[config.mk]
export PLATFORM = sky130hd
export DESIGN_NAME = clkpm_ctrl
export DESIGN_NICKNAME = d
export VERILOG_FILES = /design/src/rtl/clkpm_pkg.sv /design/src/rtl/clkpm_sync.sv /design/src/rtl/clkpm_strap_latch.sv /design/src/rtl/clkpm_pair_gate.sv /design/src/rtl/clkpm_ref_ctrl.sv /design/src/rtl/clkpm_ctrl.sv
export SDC_FILE = /design/constraint.sdc
export NUM_CORES = 1
export LEC_CHECK = 0
export BUFFER_PORTS_ARGS = -buffer_cell sky130_fd_sc_hd__buf_2
export CAP_MARGIN = 20
export CORE_ASPECT_RATIO = 0.9
export CORE_MARGIN = 4
export CORE_UTILIZATION = 47
export DETAILED_ROUTE_END_ITERATION = 6
export GPL_TIMING_DRIVEN = 0
export PLACE_DENSITY = 0.77
export RECOVER_POWER = 100
export SLEW_MARGIN = 20
export SYNTH_ARGS = -nofsm -noshare
export SYNTH_HDL_FRONTEND = slang
export SYNTH_SLANG_ARGS = --single-unit
[constraint.sdc]
create_clock -name clk -period 1.17 [get_ports clk]
set_clock_uncertainty 0.1 [all_clocks]
set_input_delay 0.0585 -clock clk [delete_from_list [all_inputs] [get_ports clk]]
set_output_delay 0.0585 -clock clk [all_outputs]
set_load 0.005 [all_outputs]
[src/rtl/clkpm_pkg.sv]
package clkpm_pkg;

  typedef enum logic [1:0] {
    REF_HIZ = 2'b00,
    REF_LOW = 2'b01,
    REF_RUN = 2'b10
  } ref_state_e;

  typedef enum logic [1:0] {
    SS_OFF  = 2'b00,
    SS_QTR  = 2'b01,
    SS_HALF = 2'b10
  } ss_sel_e;

  // Tri-level strap arrives as two decoded bits; the illegal pair maps to off.
  function automatic ss_sel_e ss_decode(input logic hi, input logic mid);
    ss_sel_e res;
    case ({hi, mid})
      2'b10:   res = SS_HALF;
      2'b01:   res = SS_QTR;
      default: res = SS_OFF;
    endcase
    return res;
  endfunction

endpackage

[src/rtl/clkpm_sync.sv]
module clkpm_sync #(
  parameter int WIDTH  = 1,
  parameter int STAGES = 2
) (
  input  logic             clk,
  input  logic             rst_n,
  input  logic [WIDTH-1:0] d_async,
  output logic [WIDTH-1:0] q_sync
);

  logic [WIDTH-1:0] stage_q [STAGES];
  logic [WIDTH-1:0] stage_d [STAGES];

  always_comb begin
    stage_d[0] = d_async;
    for (int s = 1; s < STAGES; s++) begin
      stage_d[s] = stage_q[s-1];
    end
  end

  genvar g;
  generate
    for (g = 0; g < STAGES; g++) begin : g_stage
      always_ff @(posedge clk or negedge rst_n) begin
        if (!rst_n) begin
          stage_q[g] <= '0;
        end else begin
          stage_q[g] <= stage_d[g];
        end
      end
    end
  endgenerate

  assign q_sync = stage_q[STAGES-1];

endmodule

[src/rtl/clkpm_strap_latch.sv]
module clkpm_strap_latch
  import clkpm_pkg::*;
#(
  parameter int                ADDR_W  = 7,
  parameter logic [ADDR_W-1:0] ADDR_LO = 7'b1101000,
  parameter logic [ADDR_W-1:0] ADDR_HI = 7'b1101010
) (
  input  logic              clk,
  input  logic              rst_n,
  input  logic              pg_s,
  input  logic              addr_strap,
  input  logic              ss_hi,
  input  logic              ss_mid,
  output logic              seen,
  output logic [ADDR_W-1:0] addr,
  output ss_sel_e           ss
);

  logic              seen_q, seen_d;
  logic [ADDR_W-1:0] addr_q, addr_d;
  ss_sel_e           ss_q, ss_d;
  logic              capture;

  // Capture once: the first cycle the synchronized power-good is seen high.
  assign capture = pg_s && !seen_q;

  always_comb begin
    seen_d = seen_q;
    addr_d = addr_q;
    ss_d   = ss_q;
    if (capture) begin
      seen_d = 1'b1;
      addr_d = addr_strap ? ADDR_HI : ADDR_LO;
      ss_d   = ss_decode(ss_hi, ss_mid);
    end
  end

  always_ff @(posedge clk or negedge rst_n) begin
    if (!rst_n) begin
      seen_q <= 1'b0;
      addr_q <= ADDR_LO;
      ss_q   <= SS_OFF;
    end else if (capture) begin
      seen_q <= seen_d;
      addr_q <= addr_d;
      ss_q   <= ss_d;
    end
  end

  assign seen = seen_q;
  assign addr = addr_q;
  assign ss   = ss_q;

endmodule

[src/rtl/clkpm_pair_gate.sv]
module clkpm_pair_gate (
  input  logic clk,
  input  logic rst_n,
  input  logic src_lvl,
  input  logic want_run,
  output logic dif_t,
  output logic dif_c
);

  logic run_q, run_nxt;
  logic upd_en;
  logic t_q, t_d, c_q, c_d;

  // Run state may only move while the source clock is low.
  assign upd_en  = !src_lvl;
  assign run_nxt = upd_en ? want_run : run_q;

  always_comb begin
    t_d = run_nxt & src_lvl;
    c_d = run_nxt & ~src_lvl;
  end

  always_ff @(posedge clk or negedge rst_n) begin
    if (!rst_n) begin
      run_q <= 1'b0;
    end else if (upd_en) begin
      run_q <= run_nxt;
    end
  end

  always_ff @(posedge clk or negedge rst_n) begin
    if (!rst_n) begin
      t_q <= 1'b0;
      c_q <= 1'b0;
    end else begin
      t_q <= t_d;
      c_q <= c_d;
    end
  end

  assign dif_t = t_q;
  assign dif_c = c_q;

endmodule

[src/rtl/clkpm_ref_ctrl.sv]
module clkpm_ref_ctrl
  import clkpm_pkg::*;
(
  input  logic       clk,
  input  logic       rst_n,
  input  logic       seen,
  input  logic       pg_s,
  input  logic       wol_en,
  input  logic       ref_src,
  output ref_state_e state,
  output logic       oe,
  output logic       lvl
);

  ref_state_e st;
  logic       lvl_q, lvl_d;

  always_comb begin
    if (!seen) begin
      st = REF_HIZ;
    end else if (pg_s || wol_en) begin
      st = REF_RUN;
    end else begin
      st = REF_LOW;
    end
  end

  assign lvl_d = (st == REF_RUN) & ref_src;

  always_ff @(posedge clk or negedge rst_n) begin
    if (!rst_n) begin
      lvl_q <= 1'b0;
    end else begin
      lvl_q <= lvl_d;
    end
  end

  assign state = st;
  assign oe    = (st != REF_HIZ);
  assign lvl   = lvl_q;

endmodule

[src/rtl/clkpm_ctrl.sv]
module clkpm_ctrl
  import clkpm_pkg::*;
#(
  parameter int NUM_PAIRS   = 4,
  parameter int ADDR_W      = 7,
  parameter int SYNC_STAGES = 2
) (
  input  logic                 clk,
  input  logic                 rst_n,
  input  logic                 pwrgd_i,
  input  logic [NUM_PAIRS-1:0] oe_pin_n,
  input  logic [NUM_PAIRS-1:0] oe_reg,
  input  logic                 wol_en,
  input  logic                 pll_locked,
  input  logic                 dif_src,
  input  logic                 ref_src,
  input  logic                 addr_strap,
  input  logic                 ss_strap_hi,
  input  logic                 ss_strap_mid,
  output logic [NUM_PAIRS-1:0] dif_t,
  output logic [NUM_PAIRS-1:0] dif_c,
  output logic                 ref_oe,
  output logic                 ref_lvl,
  output logic [1:0]           ref_state,
  output logic [ADDR_W-1:0]    smb_addr,
  output logic [1:0]           ss_sel
);

  localparam int SYNC_W = NUM_PAIRS + 1;

  // Reset: asserted asynchronously, released on a clock edge.
  logic [1:0] rst_pipe_q;
  logic       rst_int_n;

  always_ff @(posedge clk or negedge rst_n) begin
    if (!rst_n) begin
      rst_pipe_q <= 2'b00;
    end else begin
      rst_pipe_q <= {rst_pipe_q[0], 1'b1};
    end
  end
  assign rst_int_n = rst_pipe_q[1];

  logic [SYNC_W-1:0]    pins_s;
  logic                 pg_s;
  logic [NUM_PAIRS-1:0] oe_pin_n_s;

  clkpm_sync #(.WIDTH(SYNC_W), .STAGES(SYNC_STAGES)) u_sync (
    .clk     (clk),
    .rst_n   (rst_int_n),
    .d_async ({pwrgd_i, oe_pin_n}),
    .q_sync  (pins_s)
  );
  assign pg_s       = pins_s[SYNC_W-1];
  assign oe_pin_n_s = pins_s[NUM_PAIRS-1:0];

  logic    seen;
  ss_sel_e ss_q;

  clkpm_strap_latch #(.ADDR_W(ADDR_W)) u_strap (
    .clk        (clk),
    .rst_n      (rst_int_n),
    .pg_s       (pg_s),
    .addr_strap (addr_strap),
    .ss_hi      (ss_strap_hi),
    .ss_mid     (ss_strap_mid),
    .seen       (seen),
    .addr       (smb_addr),
    .ss         (ss_q)
  );
  assign ss_sel = ss_q;

  logic                 powered;
  logic [NUM_PAIRS-1:0] want_run;

  assign powered = seen && pg_s && pll_locked;

  genvar p;
  generate
    for (p = 0; p < NUM_PAIRS; p++) begin : g_pair
      assign want_run[p] = powered && oe_reg[p] && !oe_pin_n_s[p];

      clkpm_pair_gate u_gate (
        .clk      (clk),
        .rst_n    (rst_int_n),
        .src_lvl  (dif_src),
        .want_run (want_run[p]),
        .dif_t    (dif_t[p]),
        .dif_c    (dif_c[p])
      );
    end
  endgenerate

  ref_state_e ref_st;

  clkpm_ref_ctrl u_ref (
    .clk     (clk),
    .rst_n   (rst_int_n),
    .seen    (seen),
    .pg_s    (pg_s),
    .wol_en  (wol_en),
    .ref_src (ref_src),
    .state   (ref_st),
    .oe      (ref_oe),
    .lvl     (ref_lvl)
  );
  assign ref_state = ref_st;

endmodule

[Yosys cells after proc, flatten, opt, wreduce, memory -nomap -nowiden]
Cells that the tools add are included.
Cells by class
  bitwise gates (word level): 10
  reductions and logical operators: 18
  mux-type cells: 8
  equality and inequality tests: 3
Operator list (number)
  $logic_and 1x1->1: 11
  $and 1x1->1: 9
  $mux 2: 3
  $logic_not 1->1: 5
  $eq 2x2->1 const B: 2
  $mux 1: 4
  $pmux 2 s2: 1
  $eq 2x1->1 const B: 1
  $reduce_bool 2->1: 1
  $logic_or 1x1->1: 1
  $not 1->1: 1
Storage, ports and cells
  input port bits: 18
  output and inout bits: 21
  word-level logic and storage cells: 58
  register bits: 35

[Longest topological paths before layout]
Gate-level depths: netlist (run 1).
  depth after elaboration: 6
  gate-level depth with buffers: 2
  depth with buffers taken out: 2

[Modules after synthesis]
A second synthesis (run 1) with hierarchy kept.
Unflattened totals
  cell total of the unflattened synthesis: 66
  area total of the unflattened synthesis: 1079.8 µm²
Modules (own cells, without submodules)
  clkpm_pair_gate: area an instance 106.4 µm², times used 4, cells an instance 6
  clkpm_sync: area an instance 250.2 µm², times used 1, cells an instance 10
  clkpm_strap_latch: area an instance 231.5 µm², times used 1, cells an instance 19
  clkpm_ctrl: area an instance 113.9 µm², times used 1, cells an instance 8
  clkpm_ref_ctrl: area an instance 58.8 µm², times used 1, cells an instance 5

[Least setup slack after synthesis (run 1)]
No wires, ideal clock.
  path kind: flip-flop to flip-flop
  start: reg u_strap.seen_q (netlist: u_strap.seen)
  end: reg u_strap.addr_q[1] (netlist: u_strap.addr[1])
  stages on the path, launching flop included: 3
  library setup time: 0.125 ns
  data required time: 0.945 ns
  period minus slack after synthesis: 1.139 ns
  arrival: 0.914 ns
  path buffers: 0
  slack: 0.031 ns
  cell sequence: dfrtp_1 nor2b_4 mux2_4
Between the ends
  word-level cells in the longest chain between the ends: 2
RTL lines
  from (decl): line clkpm_strap_latch.sv:19  | logic seen_q, seen_d;
  from (signal assigned): line clkpm_strap_latch.sv:44  | seen_q <= seen_d;
  $logic_not 1->1: line clkpm_strap_latch.sv:25  | assign capture = pg_s && !seen_q;
  $logic_and 1x1->1: line clkpm_strap_latch.sv:25
  to (signal assigned): line clkpm_strap_latch.sv:45  | addr_q <= addr_d;
  to (decl): line clkpm_strap_latch.sv:20  | logic [ADDR_W-1:0] addr_q, addr_d;
No other way between the ends.
A chain may end at the register's enable or synchronous reset.

[Worst setup path in the final report (run 1)]
  start: reg u_strap.seen_q (netlist: u_strap.seen)
  end: reg u_strap.ss_q[0] (netlist: u_strap.ss[0])
Between the ends
  word-level cells in the longest chain between the ends: 2
RTL lines
  $logic_not 1->1: line clkpm_strap_latch.sv:25
  $logic_and 1x1->1: line clkpm_strap_latch.sv:25
  to (signal assigned): line clkpm_strap_latch.sv:46  | ss_q <= ss_d;
  to (decl): line clkpm_strap_latch.sv:21  | ss_sel_e ss_q, ss_d;
No other way between the ends.

==> flow_summary_export.csv, run 1 <==
group,metric,value,unit
synthesis,async_flop_share,100,%
floorplanning,core,0.00216,sq mm
synthesis,post_synth_fa_ha_maj_area_fraction,0,%
synthesis,yosysTopAreaCell,"dfrtp_1",
final_layout,area_growth_syn_to_layout,41.8,%
final_layout,final_design_area_no_fill,0.00150,sq mm
synthesis,post_synth_and_or_nand_nor_area_fraction,12.8,%
sta,final.setup.worst_slack,-0.118,ns
synthesis,syn_inst,73,
global_route,globalRouteOverflowTotal,0,
place,placed_cell_area,0.00127,sq mm
cts,clock_sinks,29,
synthesis,avgSynthCellArea,14.5,sq um
final_layout,seq_area,729,sq um
route,drt-total-wl,1.94,mm
final_layout,diodes,0,
cts,cts-root-buf,"clkbuf_4",
power,vdd_drop_max,948,uV
power,p_int,0.00144,W
final_layout,final_core_util,69.5,%
synthesis,yosys.area.top_type_share,68.5,%
critical_path,startpoint_type,"flop",
sta,grt_setup_unrepaired,"yes",
place,portBuffers,32,
route,vias,656,
synthesis,seq_area_frac_synth,68.5,%
cts,tritoncts_clock_tree,"yes",
global_route,grt.total_usage,13.9,%
critical_path,crit_path_max_fanout,5,
run_status,run_status,"complete, but fails checks",
final_layout,fill_cells,149,
cts,tritoncts.num_buffers,5,
power,switching_power,0.000405,W
synthesis,post-synth-top-count-cell,"dfrtp_1",
job,cap_violations,0,
worst_hold_path,holdCritPathClass,"primary input to flop",
global_route,pin_count_of_the_biggest_net_entering_global_routing,28,
place,place_ws,-0.0574,ns
sta,final-max-slew-violation-count,0,
power,power.share.sequential,58.4,%
global_route,grtUsageMet2,23.1,%
power,power.density_cell_area,1230,mW/mm^2
run_status,violations,"negative setup slack",
synthesis,synth_compound_area_share,3.54,%
sta,maxSlewHeadroom,63.1,%
sta,finalWorstPathRequiredPeriod,1.29,ns
critical_path,max_stage_delay,0.45,ns
floorplanning,initial_core_util,49.0,%
sta,timing.final.setup_violations,6,
synthesis,yosys_warnings,0,
route,wl_per_cell,12.0,microns
synthesis,yosys-mux-area-fraction,4.25,%
synthesis,synth_edf_count,0,
floorplanning,fp.dieW,58.1,microns
critical_path,critical_path.endpoint_type,"flop",
cts,clockBufferDepth,2,
global_route,global_route_layer_with_the_greatest_usage,"met2",
floorplanning,chipHeight,53.1,microns
place,post-dp-hpwl,1.12,mm
global_route,met1_track_utilization_from_global_routing,13.1,%
route,ant_nets,0,
final_layout,final_layout_size_suffix_gt1_share,43.0,%
floorplanning,design.die.area,0.00308,sq mm
sta,worstMarginPinSlew,0.553,ns
critical_path,cp.required,1.28,ns
critical_path,crit_arrival,1.40,ns
sta,hold_ws,0.0235,ns
power,power.total,0.00184,W
final_layout,multi_input_area,246,sq um
cts,worstSkewPairLatency,0.33,ns
power,comb_power_share,9.1,%
global_route,grt_antenna_before_repair,0,
power,switching_share,22.0,%
route,iteration_0_drc_count_of_the_detailed_router,4,
route,drt_pass1_iterations,3,
synthesis,ys_types,15,
synthesis,synth_xor_xnor_area_share,0,%
route,post_detailed_route_drc_marker_count,0,
sta,fin_crit_sh,110,%
power,share_clk_of_total_power,32.5,%
synthesis,main_combinational_cell_family_by_area_after_synthesis,"simple AND/OR/NAND/NOR gates",
critical_path,crit_chain,"buf_6 -> nor2b_4 -> mux2_4",
final_layout,num-nets-final,153,
synthesis,synth.top_cells.by_area,"dfrtp_1 68%, buf_4 9.9%, mux2_4 4.3%",
power,power.leakage,0.759,nW
global_route,first_global_vias,630,
cts,htree_num_levels,2,
route,per_cell_via_count_in_the_routed_design,4.05,
critical_path,timing.setup.critical_path_class,"flop to flop",
global_route,first_pass_grt_wire_length,2.83,mm
synthesis,syn_area,0.00106,sq mm
critical_path,critical_path_slowest_stage_cell,"dfrtp_2",
synthesis,synth_top_cells_by_count,"29 x dfrtp_1, 14 x buf_4, 5 x and2_1",
place,place_congestion,0.656,
synthesis,postSynth.topFlopCell,"dfrtp_1",
global_route,global_route.usage.met3,5.12,%
sta,achievable-frequency,776,MHz
floorplanning,row_count,16,
cts,clkTransAtPathRegs,0.09,ns
sta,finalHoldViolCount,0,
synthesis,register_bit_total_from_synthesis,29,
floorplanning,pin_count,39,
worst paths after layout:
| path | startpoint | endpoint | slack, ns | depth (start not counted) |
|---|---|---|---|---|
| setup / recovery | u_strap.seen | u_strap.ss[0] | -0.12 | 3 |
| hold / removal | ss_strap_mid | u_strap.ss[1] | 0.02 | 3 |
| setup reg to reg | u_strap.seen | u_strap.ss[0] | -0.12 | 3 |
| hold reg to reg | rst_pipe_q[1] | u_strap.addr[1] | 0.15 | 0 |
| max in group asynchronous | rst_n | rst_pipe_q[1] | 0.35 | 3 |
| min in group asynchronous | rst_pipe_q[1] | u_strap.addr[1] | 0.15 | 0 |
critical path: cells and delay by family, from the launching register on:
family                 cells  cell delay (ns)
and+or+nand+nor            1             0.17
DFF                        1             0.45
muxes                      1             0.32
buffers and inverters      1             0.14
stage by stage:
step / cells / TNS [ns]
after floorplan: 78 / 0
after global placement: 137 / -0.0406
after detailed placement: 137 / -1.65
after CTS: 162 / -0.448
after global routing: 162 / -0.993
final: 162 / -0.625
cell type report:
class,count,share of cell area (%)
multi-input cells,34,16.4
plain buffers,15,7.24
repair buffers,50,21.9
well taps,27,2.25
clock buffers,7,3.66
flip-flops and latches,29,48.5
logic make-up after synthesis:
logic type             after synthesis
DFF                                 29
muxes                                3
other                                2
AOI/OAI and AO/OA                    5
buffers and inverters               15
and+or+nand+nor                     19
metal layers:
metal	vias to the layer above	share of wire (%)	wire (microns)
li1	331	-	-
met1	290	36	698
met2	26	52	1010
met3	9	7.5	145
met4	0	4.4	85
met5	-	0	0
sequential cells by signal, indices dropped and copies added (netlist names):
| name | count |
|---|---|
| u_strap.seen | 1 |
| g_pair.u_gate.dif_t | 4 |
| rst_pipe_q | 2 |
| u_sync.q_sync | 5 |
| u_ref.lvl | 1 |
| g_pair.u_gate.dif_c | 4 |
| g_pair.u_gate.run_q | 4 |
| u_strap.ss | 2 |
| u_strap.addr | 1 |
| u_sync.stage_d | 5 |
cells in the final DEF (no fill, tap or decap), types with 2 or more instances in the layout:
| master | n |
|---|---|
| dfrtp_2 | 3 |
| dlygate4sd3_1 | 15 |
| conb_1 | 7 |
| clkbuf_1 | 8 |
| dfrtp_1 | 26 |
| mux2_4 | 3 |
| buf_2 | 26 |
| nand2b_1 | 4 |
| nor2_1 | 4 |
| and2_0 | 4 |
| o21bai_1 | 4 |
| buf_4 | 9 |
| nor2b_1 | 2 |
| clkbuf_4 | 12 |
power by group through the flow:
| stage | sequential [W] | combinational [W] | clock, W |
|---|---|---|---|
| after global placement | 0.00109 | 0.000123 | 0 |
| final | 0.00108 | 0.000168 | 0.000599 |
| after detailed placement | 0.00110 | 0.000125 | 0 |
| after floorplan | 0.00109 | 0.0000671 | 0 |
| after global routing | 0.00108 | 0.000182 | 0.000654 |
| after CTS | 0.00108 | 0.000169 | 0.000606 |
what timing repair did:
action / 4_1_cts / 5_1_grt
setup endpoints to repair: 33 / 6
hold buffers: 15 / 0
endpoints found under the hold margin: 21 / 0
gates resized for setup: 5 / 1
cloned: 0 / 0
setup buffers: 3 / 0
pin swaps: 2 / 0
No activity file was read; power rests on OpenSTA's default activity.
==> run 2: changes to the inputs <==
--- a/config.mk
+++ b/config.mk
@@ -5,16 +5,18 @@
 export SDC_FILE = /design/constraint.sdc
 export NUM_CORES = 1
 export LEC_CHECK = 0
+export ABC_AREA = 1
 export BUFFER_PORTS_ARGS = -buffer_cell sky130_fd_sc_hd__buf_2
 export CAP_MARGIN = 20
 export CORE_ASPECT_RATIO = 0.9
 export CORE_MARGIN = 4
-export CORE_UTILIZATION = 47
+export CORE_UTILIZATION = 50
 export DETAILED_ROUTE_END_ITERATION = 6
 export GPL_TIMING_DRIVEN = 0
-export PLACE_DENSITY = 0.77
+export PLACE_DENSITY = 0.81
 export RECOVER_POWER = 100
 export SLEW_MARGIN = 20
 export SYNTH_ARGS = -nofsm -noshare
 export SYNTH_HDL_FRONTEND = slang
 export SYNTH_SLANG_ARGS = --single-unit
+export TNS_END_PERCENT = 20
==> constraint.sdc (replaced) <==
create_clock -name clk -period 1.6 [get_ports clk]
set_clock_uncertainty 0.1 [all_clocks]
set_input_delay 0.08 -clock clk [delete_from_list [all_inputs] [get_ports clk]]
set_output_delay 0.08 -clock clk [all_outputs]
set_load 0.005 [all_outputs]
==> run 2 against run 1 <==
Against the previous run:
- the flow now finishes without violations
- die area decreased by 6.0%
- total power decreased by 21%
- sequential share of layout area decreased by 0.17 points
- utilization increased by 7.4 points
- largest cell class unchanged
- largest power group unchanged
- highest routed layer unchanged
==> flow_summary_export.csv, run 2 <==
group,metric,value,unit
run_status,run_status,"finished clean",
global_route,global_route_layer_with_the_greatest_usage,"met2",
floorplanning,core,0.00195,sq mm
floorplanning,initial_core_util,53.7,%
final_layout,layout.cells.most_common,"dfrtp_1",
place,place_congestion,0.756,
synthesis,post-synth-top-count-cell,"dfrtp_1",
critical_path,critical_path.endpoint_type,"flop",
synthesis,seq_area_frac_synth,69.2,%
route,post_detailed_route_drc_marker_count,0,
cts,tritoncts.num_buffers,5,
synthesis,synth_top_cells_by_count,"29 x dfrtp_1, 17 x nand2_1, 14 x buf_4",
synthesis,post_synth_fa_ha_maj_area_fraction,0,%
critical_path,max_stage_delay,0.55,ns
route,wl_per_cell,9.46,microns
synthesis,main_combinational_cell_family_by_area_after_synthesis,"buffers and inverters",
sta,grt_setup_unrepaired,"no",
critical_path,timing.setup.critical_path_class,"flop to flop",
critical_path,startpoint_type,"flop",
route,vias,717,
job,cap_violations,0,
power,power.leakage,0.811,nW
synthesis,synth_edf_count,0,
synthesis,post_synth_and_or_nand_nor_area_fraction,12.8,%
cts,htree_num_levels,2,
route,per_cell_via_count_in_the_routed_design,4.01,
synthesis,yosys.area.top_type_share,69.2,%
global_route,first_global_vias,728,
floorplanning,fp.dieW,56.3,microns
worst_hold_path,holdCritPathClass,"primary input to flop",
global_route,first_pass_grt_wire_length,3.08,mm
critical_path,critical_path_slowest_stage_cell,"dlygate4sd3_1",
sta,maxSlewHeadroom,33.5,%
cts,tritoncts_clock_tree,"yes",
cts,clock_sinks,29,
synthesis,yosysTopAreaCell,"dfrtp_1",
global_route,pin_count_of_the_biggest_net_entering_global_routing,28,
route,iteration_0_drc_count_of_the_detailed_router,3,
critical_path,crit_arrival,1.60,ns
cts,cts_resizes,0,
critical_path,crit_path_max_fanout,8,
cts,cts-root-buf,"clkbuf_4",
final_layout,fill_cells,139,
cts,cts_setup_buffers,0,
route,ant_nets,0,
route,drt_pass1_iterations,2,
global_route,met1_track_utilization_from_global_routing,15.4,%
synthesis,ys_types,15,
power,vdd_drop_max,908,uV
final_layout,diodes,0,
cts,worstSkewPairLatency,0.31,ns
sta,achievable-frequency,685,MHz
synthesis,synth.top_cells.by_area,"dfrtp_1 69%, buf_4 10%, nand2_1 6.1%",
floorplanning,design.die.area,0.00289,sq mm
synthesis,avgSynthCellArea,11.5,sq um
critical_path,cp.required,1.75,ns
synthesis,yosys_warnings,0,
sta,timing.final.setup_violations,0,
global_route,globalRouteOverflowTotal,0,
route,drt-total-wl,1.69,mm
sta,worstMarginPinSlew,0.998,ns
global_route,global_route.usage.met3,6.57,%
floorplanning,row_count,15,
synthesis,synth_xor_xnor_area_share,0,%
synthesis,yosys-mux-area-fraction,0,%
synthesis,async_flop_share,100,%
power,power.density_cell_area,966,mW/mm^2
place,portBuffers,31,
final_layout,num-nets-final,171,
synthesis,postSynth.topFlopCell,"dfrtp_1",
cts,clockBufferDepth,2,
final_layout,area_growth_syn_to_layout,43.1,%
sta,finalWorstPathRequiredPeriod,1.46,ns
place,post-dp-hpwl,1.16,mm
place,placed_cell_area,0.00125,sq mm
critical_path,crit_chain,"nand3_2 -> nor2_1 -> dlygate4sd3_1",
synthesis,syn_inst,91,
global_route,grtUsageMet2,25.1,%
sta,finalHoldViolCount,0,
global_route,grt.total_usage,14.3,%
final_layout,final_design_area_no_fill,0.00150,sq mm
floorplanning,chipHeight,51.4,microns
synthesis,syn_area,0.00105,sq mm
sta,final-max-slew-violation-count,0,
final_layout,most-common-layout-cells,"29 x dfrtp_1, 22 x buf_2, 19 x dlygate4sd3_1, 18 x nand2_1, 11 x nor2_1",
synthesis,register_bit_total_from_synthesis,29,
synthesis,synth_compound_area_share,3.34,%
sta,fin_crit_sh,91.2,%
cts,holdBufCountCts,19,
cts,clkTransAtPathRegs,0.09,ns
final_layout,final_layout_size_suffix_gt1_share,31.2,%
floorplanning,pin_count,39,
sta,tns,0,ns
global_route,grt_antenna_before_repair,0,
## run 2: cell families after synthesis
kind of cell,count (synthesis)
simple gates,32
compound gates,5
flops,29
other cells,2
buf+inv,23
## run 2: per-layer routing
metal  wire length [microns]  up-vias
li1                        -      377
met5                       0        -
met4                      16        0
met3                     157        2
met2                     852       29
met1                     666      309
## run 2: per-stage QoR
step	std cells	util, %	setup WS (ns)	hold WS (ns)	power, W
2_1_floorplan	96	-	0.634	-0.316	0.000893
6_report	179	76.9	0.141	0.0258	0.00145
4_1_cts	179	77.6	0.162	0.000495	0.00147
3_5_place_dp	152	64.2	0.414	-0.230	0.000961
5_1_grt	179	76.9	0.0255	0.0223	0.00153
3_3_place_gp	152	64.2	0.410	-0.235	0.000954
## run 2: layout make-up
type	instances	area (sq um)	area share, %
Clock inverter	1	5.00	0.334
Timing Repair Buffer	50	334	22.3
Multi-Input combinational cell	44	193	12.8
Tap cell	25	31.3	2.09
Sequential cell	29	726	48.4
Buffer	16	120	8.01
Inverter	7	26.3	1.75
Clock buffer	7	65.1	4.34
## run 2: path summary, 6_finish.rpt
kind,endpoint,cells after the start,slack [ns],from
setup / recovery,g_pair[0].u_gate.dif_c,3,0.14,u_sync.q_sync[4]
hold / removal,g_pair[2].u_gate.dif_c,3,0.03,pll_locked
setup reg to reg,g_pair[0].u_gate.dif_c,3,0.14,u_sync.q_sync[4]
hold reg to reg,u_sync.q_sync[0],0,0.25,u_sync.stage_d[0]
max in group asynchronous,g_pair[3].u_gate.dif_t,0,0.47,rst_pipe_q[1]
min in group asynchronous,u_sync.q_sync[3],0,0.32,rst_pipe_q[1]
## run 2: worst max-delay path, delay by kind of cell (launching register included)
family / cells / cell delay (ns)
flops: 1 / 0.42
simple gates: 2 / 0.33
buf+inv: 1 / 0.55
## run 2: power by group
group / total [W] / switching [W] / internal [W] / leakage, nW
sequential: 0.000811 / 0.0000313 / 0.000779 / 0.367
combinational: 0.000161 / 0.0000676 / 0.0000936 / 0.403
clock: 0.000477 / 0.000222 / 0.000254 / 0.0413
total: 0.00145 / 0.000321 / 0.00113 / 0.811
==> run 3: changes to the inputs <==
--- a/config.mk
+++ b/config.mk
@@ -13,7 +13,7 @@
 export CORE_UTILIZATION = 50
 export DETAILED_ROUTE_END_ITERATION = 6
 export GPL_TIMING_DRIVEN = 0
-export PLACE_DENSITY = 0.81
+export PLACE_DENSITY = 0.86
 export RECOVER_POWER = 100
 export SLEW_MARGIN = 20
 export SYNTH_ARGS = -nofsm -noshare
==> run 3 against run 2 <==
Against the previous run:
- flip-flop and latch count unchanged
- hold slack got worse by 0.014 ns
- worst setup slack improved by 0.081 ns
- first-iteration DRC count rose by 130%
- sequential power barely moved
- wire length up 3.1%
- non-clock buffer count fell by 2
- clock power down 12%
- register-to-register slack improved by 0.33 ns
- clock-buffer cell count stayed put
==> flow_summary_export.csv, run 3 (same netlist as run 2, synthesis figures left out) <==
group,metric,value,unit
run_status,run_status,"finished clean",
place,post-dp-hpwl,1.13,mm
cts,cts-root-buf,"clkbuf_4",
cts,tritoncts_clock_tree,"yes",
critical_path,crit_path_max_fanout,2,
cts,clock_sinks,29,
cts,tritoncts.num_buffers,5,
final_layout,fill_cells,145,
critical_path,cp.required,1.71,ns
final_layout,layout.cells.most_common,"dfrtp_1",
route,post_detailed_route_drc_marker_count,0,
final_layout,diodes,0,
floorplanning,design.die.area,0.00289,sq mm
route,ant_nets,0,
floorplanning,chipHeight,51.4,microns
critical_path,critical_path_slowest_stage_cell,"dlygate4sd3_1",
floorplanning,initial_core_util,53.7,%
final_layout,final_layout_size_suffix_gt1_share,29.8,%
cts,cts_setup_buffers,0,
final_layout,area_growth_syn_to_layout,39.1,%
critical_path,timing.setup.critical_path_class,"primary input to flop",
global_route,first_pass_grt_wire_length,3.13,mm
power,power.density_cell_area,952,mW/mm^2
sta,timing.final.setup_violations,0,
cts,cts_resizes,0,
floorplanning,core,0.00195,sq mm
route,per_cell_via_count_in_the_routed_design,4.12,
cts,htree_num_levels,2,
route,drt_pass1_iterations,4,
sta,fin_crit_sh,86.1,%
global_route,grt_antenna_before_repair,0,
floorplanning,row_count,15,
critical_path,critical_path.endpoint_type,"flop",
place,placed_cell_area,0.00125,sq mm
route,drt-total-wl,1.75,mm
floorplanning,pin_count,39,
cts,clockBufferDepth,2,
route,iteration_0_drc_count_of_the_detailed_router,7,
job,cap_violations,0,
sta,finalWorstPathRequiredPeriod,1.38,ns
worst_hold_path,holdCritPathClass,"primary input to flop",
floorplanning,fp.dieW,56.3,microns
critical_path,crit_family,"buffers and inverters",
global_route,pin_count_of_the_biggest_net_entering_global_routing,28,
critical_path,crit_arrival,1.49,ns
route,vias,725,
cts,holdBufCountCts,17,
sta,tns,0,ns
place,portBuffers,31,
critical_path,crit_chain,"dlygate4sd3_1 -> buf_2 -> inv_1 -> nor2_1 -> dlygate4sd3_1 -> nand2_1 -> nand2_1",
final_layout,most-common-layout-cells,"29 x dfrtp_1, 23 x buf_2, 18 x nand2_1, 17 x dlygate4sd3_1",
final_layout,num-nets-final,169,
sta,maxSlewHeadroom,32.7,%
final_layout,final_core_util,74.7,%
final_layout,multi_input_area,193,sq um
sta,grt_setup_unrepaired,"no",
critical_path,critical_path.n_buffers_inverters,4,
power,vdd_drop_max,653,uV
critical_path,max_stage_delay,0.55,ns
place,place_congestion,0.696,
global_route,globalRouteOverflowTotal,0,
sta,finalHoldViolCount,0,
power,power.leakage,0.779,nW
global_route,grt.total_usage,14.8,%
global_route,first_global_vias,720,
cts,clkTransAtPathRegs,0.08,ns
critical_path,startpoint_type,"primary input",
sta,achievable-frequency,726,MHz
cts,worstSkewPairLatency,0.30,ns
final_layout,seq_area,726,sq um
sta,final-max-slew-violation-count,0,
final_layout,final_design_area_no_fill,0.00146,sq mm
sta,worstMarginPinSlew,1.01,ns
route,wl_per_cell,9.91,microns
## run 3: cell types whose count changed in the layout (fill, tap and decap cells not counted)
cell	before	now
clkinv_2	1	0
buf_4	9	8
clkbuf_8	2	1
clkinv_1	1	3
clkbuf_4	10	11
dlygate4sd3_1	19	17
buf_2	22	23
buf_6	1	0
inv_2	2	1
clkbuf_1	10	11
inv_1	4	3
## run 3: where the power goes
part           switching, W  internal, W
clock              0.000214     0.000207
sequential        0.0000316     0.000779
combinational     0.0000670    0.0000895
## run 3: layer usage
| layer | track usage, % | routed length [microns] | vias to the layer above |
|---|---|---|---|
| li1 | - | - | 371 |
| met1 | 15.3 | 657 | 318 |
| met2 | 26.5 | 906 | 34 |
| met3 | 7.32 | 169 | 2 |
| met4 | 4.74 | 12 | 0 |
| met5 | 0 | 0 | - |
## run 3: path summary, 6_finish.rpt
path	startpoint	endpoint	slack [ns]	depth (start not counted)
hold reg to reg	u_sync.stage_d[4]	u_sync.q_sync[4]	0.24	0
max in group asynchronous	rst_pipe_q[1]	u_sync.stage_d[0]	0.47	0
min in group asynchronous	rst_pipe_q[1]	u_sync.q_sync[4]	0.32	0
setup reg to reg	rst_pipe_q[1]	u_sync.stage_d[0]	0.47	0
setup / recovery	ss_strap_mid	u_strap.ss[0]	0.22	7
hold / removal	pll_locked	g_pair[1].u_gate.dif_c	0.01	3
## run 3: layout make-up
type                            instances  share of cell area (%)
Clock buffer                            7                    3.77
Tap cell                               25                    2.14
Timing Repair Buffer                   48                    21.6
Inverter                                7                    1.80
Buffer                                 16                    7.72
Sequential cell                        29                    49.7
Multi-Input combinational cell         44                    13.2
## run 3: stage by stage
| stage | hold WS, ns | power (W) | std cells | setup WS, ns |
|---|---|---|---|---|
| after floorplan | -0.316 | 0.000893 | 96 | 0.634 |
| after global placement | -0.235 | 0.000954 | 152 | 0.431 |
| after detailed placement | -0.231 | 0.000960 | 152 | 0.393 |
| after CTS | 0.00236 | 0.00141 | 176 | 0.260 |
| after global routing | 0.00757 | 0.00148 | 176 | 0.175 |
| final | 0.0116 | 0.00139 | 176 | 0.222 |
